### src/rtl/scan_buf_timer_pkg.sv
package scan_buf_timer_pkg;

    typedef struct packed {
        logic shift;
        logic load;
        logic refill;
        logic capture;
    } strobe_t;

    localparam strobe_t STROBE_IDLE = '{shift: 1'b0, load: 1'b0, refill: 1'b0, capture: 1'b0};

    function automatic int unsigned cnt_width(input int unsigned modulus);
        return (modulus > 1) ? $clog2(modulus) : 1;
    endfunction

endpackage

### src/rtl/sbt_mod_counter.sv
module sbt_mod_counter
    import scan_buf_timer_pkg::*;
#(
    parameter int unsigned MODULUS = 4
) (
    input  logic clk,
    input  logic rst,
    input  logic inc,
    output logic wrap
);
    localparam int unsigned CW   = cnt_width(MODULUS);
    localparam logic [CW-1:0] LAST = CW'(MODULUS - 1);

    typedef struct packed {
        logic [CW-1:0] cnt;
    } cnt_state_t;

    cnt_state_t state_d, state_q;

    always_comb begin
        state_d = state_q;
        wrap    = 1'b0;
        if (inc) begin
            if (state_q.cnt == LAST) begin
                state_d.cnt = '0;
                wrap        = 1'b1;
            end else begin
                state_d.cnt = state_q.cnt + 1'b1;
            end
        end
    end

    always_ff @(posedge clk) begin
        if (rst) begin
            state_q <= '0;
        end else begin
            state_q <= state_d;
        end
    end

    // a count never moves without an increment
    p_hold_when_idle_r6: assert property (@(posedge clk) disable iff (rst)
        !inc |=> $stable(state_q.cnt));

    // the count never leaves its modulus range
    p_count_in_range_r3: assert property (@(posedge clk) disable iff (rst)
        state_q.cnt <= LAST);

endmodule

### src/rtl/scan_buf_timer.sv
module scan_buf_timer
    import scan_buf_timer_pkg::*;
#(
    parameter int unsigned SCAN_CHAINS = 4,
    parameter int unsigned BUS_WIDTH   = 6,
    parameter int unsigned CHAIN_LEN   = 5
) (
    input  logic clk,
    input  logic rst,
    input  logic buf_empty,
    output logic shift_en,
    output logic load_stb,
    output logic refill_stb,
    output logic capture_stb
);
    logic    active;
    logic    row_wrap;
    logic    word_wrap;
    logic    pattern_wrap;
    strobe_t strobe_d, strobe_q;

    assign active = !buf_empty;

    // bits assembled into the parallel row toward the chains
    sbt_mod_counter #(.MODULUS(SCAN_CHAINS)) i_row_cnt (
        .clk  (clk),
        .rst  (rst),
        .inc  (active),
        .wrap (row_wrap)
    );

    // bits drained from the bottom stack slot
    sbt_mod_counter #(.MODULUS(BUS_WIDTH)) i_word_cnt (
        .clk  (clk),
        .rst  (rst),
        .inc  (active),
        .wrap (word_wrap)
    );

    // scan-load pulses issued within the current pattern
    sbt_mod_counter #(.MODULUS(CHAIN_LEN)) i_pattern_cnt (
        .clk  (clk),
        .rst  (rst),
        .inc  (row_wrap),
        .wrap (pattern_wrap)
    );

    always_comb begin
        strobe_d         = STROBE_IDLE;
        strobe_d.shift   = active;
        strobe_d.load    = row_wrap;
        strobe_d.refill  = word_wrap;
        strobe_d.capture = pattern_wrap;
    end

    always_ff @(posedge clk) begin
        if (rst) begin
            strobe_q <= STROBE_IDLE;
        end else begin
            strobe_q <= strobe_d;
        end
    end

    assign shift_en    = strobe_q.shift;
    assign load_stb    = strobe_q.load;
    assign refill_stb  = strobe_q.refill;
    assign capture_stb = strobe_q.capture;

    // an empty buffer at an edge yields no activity after it
    p_quiet_on_empty_r6: assert property (@(posedge clk) disable iff (rst)
        $past(buf_empty) |-> !(shift_en || load_stb || refill_stb || capture_stb));

    // strobes only accompany a shift
    p_strobe_needs_shift_r7: assert property (@(posedge clk) disable iff (rst)
        (load_stb || refill_stb || capture_stb) |-> shift_en);

    // capture coincides with a scan-load
    p_capture_with_load_r5: assert property (@(posedge clk) disable iff (rst)
        capture_stb |-> load_stb);

    generate
        if (SCAN_CHAINS > 1) begin : g_load_pulse
            // scan-load is a single-cycle pulse
            p_load_single_r7: assert property (@(posedge clk) disable iff (rst)
                load_stb |=> !load_stb);
        end
        if (BUS_WIDTH > 1) begin : g_refill_pulse
            // refill is a single-cycle pulse
            p_refill_single_r7: assert property (@(posedge clk) disable iff (rst)
                refill_stb |=> !refill_stb);
        end
    endgenerate

endmodule

### config.mk
export PLATFORM = sky130hd
export DESIGN_NAME = scan_buf_timer
export DESIGN_NICKNAME = d
export VERILOG_FILES = /design/src/rtl/scan_buf_timer_pkg.sv /design/src/rtl/sbt_mod_counter.sv /design/src/rtl/scan_buf_timer.sv
export SDC_FILE = /design/constraint.sdc
export NUM_CORES = 1
export LEC_CHECK = 0
export BUFFER_PORTS_ARGS = -buffer_cell sky130_fd_sc_hd__buf_2
export CORE_MARGIN = 5
export CORE_UTILIZATION = 30
export CTS_BUF_LIST = sky130_fd_sc_hd__clkbuf_8
export DETAILED_ROUTE_END_ITERATION = 8
export GPL_TIMING_DRIVEN = 0
export REMOVE_ABC_BUFFERS = 1
export SLEW_MARGIN = 20
export SYNTH_ARGS = -nofsm -noshare
export SYNTH_HDL_FRONTEND = slang
export SYNTH_HIERARCHICAL = 1
export SYNTH_SLANG_ARGS = --single-unit
### constraint.sdc
create_clock -name clk -period 1.88 [get_ports clk]
set_clock_uncertainty 0.2 [all_clocks]
set_input_delay 0.094 -clock clk [delete_from_list [all_inputs] [get_ports clk]]
set_output_delay 0.094 -clock clk [all_outputs]
set_load 0.02 [all_outputs]
==> flow_summary.yaml <==
status:
  status: "finished, final reports clean"
worst_setup_path:
  crit_buf_inv: 3
  slowest_stage: "dlygate4sd3_1"
  path_max_fanout: 10
  crit_type: "in -> reg"
  critical_path.top_delay_family: "buffers and inverters"
  startpoint: "buf_empty"
  slowest_delay_ps: 540
  endpoint_kind: "flip-flop"
  crit_chain: "dlygate4sd3_1 -> buf_2 -> inv_1 -> and2_1 -> and3_2 -> nor2b_1"
  arrival_ps: 1610
  critPathRequiredTime_ps: 1850
  startpoint_type: "primary input"
  r2r_start: "i_row_cnt/state_q[0]"
cts:
  cts.clk_slew.worst_paths_ps: 50
  cts_tree: "yes"
  cts-resized-gates: 0
  cts_root_buffer: "clkbuf_8"
  cts.sinks: 12
  cts_setup_buffers: 0
  cts_buffers: 3
  holdBufCountCts: 3
  clock_latency_ps: 240
  cts_max_level: 1
  clockBufferDepth: 2
global_routing:
  grt_max_degree: 13
  grtUsageTotal_pct: 6.950
  grt_pass1_vias: 332
  grt_use_met2_pct: 9.298
  use_met1_pct: 8.333
  grt_pass1_wl_mm: 1.338
  busiest_layer: "met2"
  antenna_found_initial: 0
  grt.met3_usage_pct: 3.550
  grt-ovfl-total: 0
die:
  row_count: 14
  dieArea_sq_um: 2559
  start_util_pct: 32.06
  io_pins: 7
  dieHeight_um: 50.59
  die_w_um: 50.59
  coreArea_sq_um: 1541
synthesis:
  postSynthAreaPerCell_sq_um: 10.30
  synth_edf_count: 0
  synthesis.area_sq_um: 494.2
  yosys.area.top_type_share_pct: 48.61
  synth_warnings: 6
  synth_seq_area_share_pct: 48.61
  yosys.area.top_type: "dfxtp_1"
  netlist_instances: 48
  yosysMostFrequentCell: "dfxtp_1"
  ys.flop_type: "dfxtp_1"
  synthTopCellsByCount: "dfxtp_1 (12), a21oi_1 (6)"
  ys_ff_latch: 12
  synth_top_cells_by_area: "dfxtp_1 (49%), ha_1 (7.6%), a21oi_1 (6.1%)"
  synth_cell_types: 20
  async_flop_share_pct: 0
sta:
  period_share_pct: 86.90
  rsz0062_at_grt: "no"
  max_freq_mhz: 612.1
  slew_headroom_pct: 80.87
  hold_viol_final: 0
  finalSetupViolCount: 0
  worst_slack_ps: 246.2
  finalCriticalPeriod_ps: 1634
  drv_slew: 0
  tns_ps: 0
  worst_pin_slew_ps: 286.6
place:
  portBuffers: 6
  gp_congestion: 0.6227
  post-place-ws_ps: 489.7
  place.detailed.hpwl_um: 512.5
final_layout:
  drive_above_1_share_pct: 21.31
  nets: 68
  insertedDiodeCount: 0
  areaGrowthSynthToFinish_pct: 27.34
routing:
  vias_per_cell: 4.494
  first_pass_iters: 3
  wire_per_inst_um: 10.29
  vias: 346
  drt_iter0_markers: 2
  routed_wl_um: 792
  drc: 0
  ant_nets: 0
min_path:
  holdCritStartpoint: "i_row_cnt/state_q[0]"
  holdCritPathClass: "reg -> reg"
job:
  cap_viol_max_count: 0
power_and_ir_drop:
  max-vdd-ir-drop_mv: 0.5144
  powerDensity_nw_per_um2: 923.0
  p_leak_nw: 0.2749
## cells by family after synthesis
family	Yosys count	share of synthesized area, %
and+or+nand+nor	19	25.57
DFF	12	48.61
AOI/OAI and AO/OA	9	12.15
buffers and inverters	3	2.278
adders and majority gates	3	7.596
xor gates and xnor gates	1	1.772
muxes	1	2.025
## cell type report
type                       count  area (sq um)
fill                         168         912.1
multi-input combinational     33         242.7
sequential                    12         240.2
timing repair buffer           9         60.06
clock buffer                   4         55.05
tap                           16         20.02
inverter                       3         11.26
## report_power, final
part / internal (mW) / total [mW] / switching (mW)
logic: 0.0185 / 0.0353 / 0.0168
clock network: 0.185 / 0.274 / 0.0896
registers: 0.264 / 0.271 / 0.00758
total: 0.467 / 0.581 / 0.114
## tightest hold or removal path, cell delays in order (launching register included)
cell,delay (ps)
dfxtp_1,320
nand2b_1,70
a21oi_1,50
## cells in the final DEF (no fill, tap or decap), types with 2 or more instances in the layout
cell type      instances
dlygate4sd3_1          3
a21oi_1                6
nor2b_1                3
inv_1                  3
a21bo_1                2
nor2_1                 3
buf_2                  6
clkbuf_8               4
nand2b_1               3
dfxtp_1               12
ha_1                   3
nand3_1                2
## per-layer routing
metal / part of all wire (%) / routed length, um / vias to the layer above
li1: - / - / 191
met1: 54 / 429 / 146
met2: 38 / 297 / 7
met3: 5.6 / 44 / 2
met4: 2.8 / 22 / 0
met5: 0 / 0 / -
## flip-flops by register name, summed over array words and instances (netlist names)
signal                 cells
i_row_cnt/state_q          2
refill_stb                 1
shift_en                   1
i_word_cnt/state_q         3
load_stb                   1
capture_stb                1
i_pattern_cnt/state_q      3
## through the flow
stage                     area [sq um]  util [%]  hold slack [ps]  total power [mW]  cells
final                            629.4     40.83            295.0            0.5809     77
after global routing             629.4     40.83            323.5            0.6090     77
after CTS                        629.4     40.83            293.9            0.5930     77
after detailed placement         544.3     35.31            69.87            0.3073     70
after global placement           544.3     35.31            66.99            0.3063     70
after floorplan                  494.2         -           -39.31            0.2959     48
## path summary, 6_finish.rpt
path,endpoint,slack [ps],depth (start not counted)
worst min register to register,i_row_cnt/state_q[0],290,2
worst max-delay path,capture_stb,250,6
worst max register to register,capture_stb,490,4
worst min-delay path,i_row_cnt/state_q[0],290,2
Note: power is estimated with default switching activity, not from simulation.
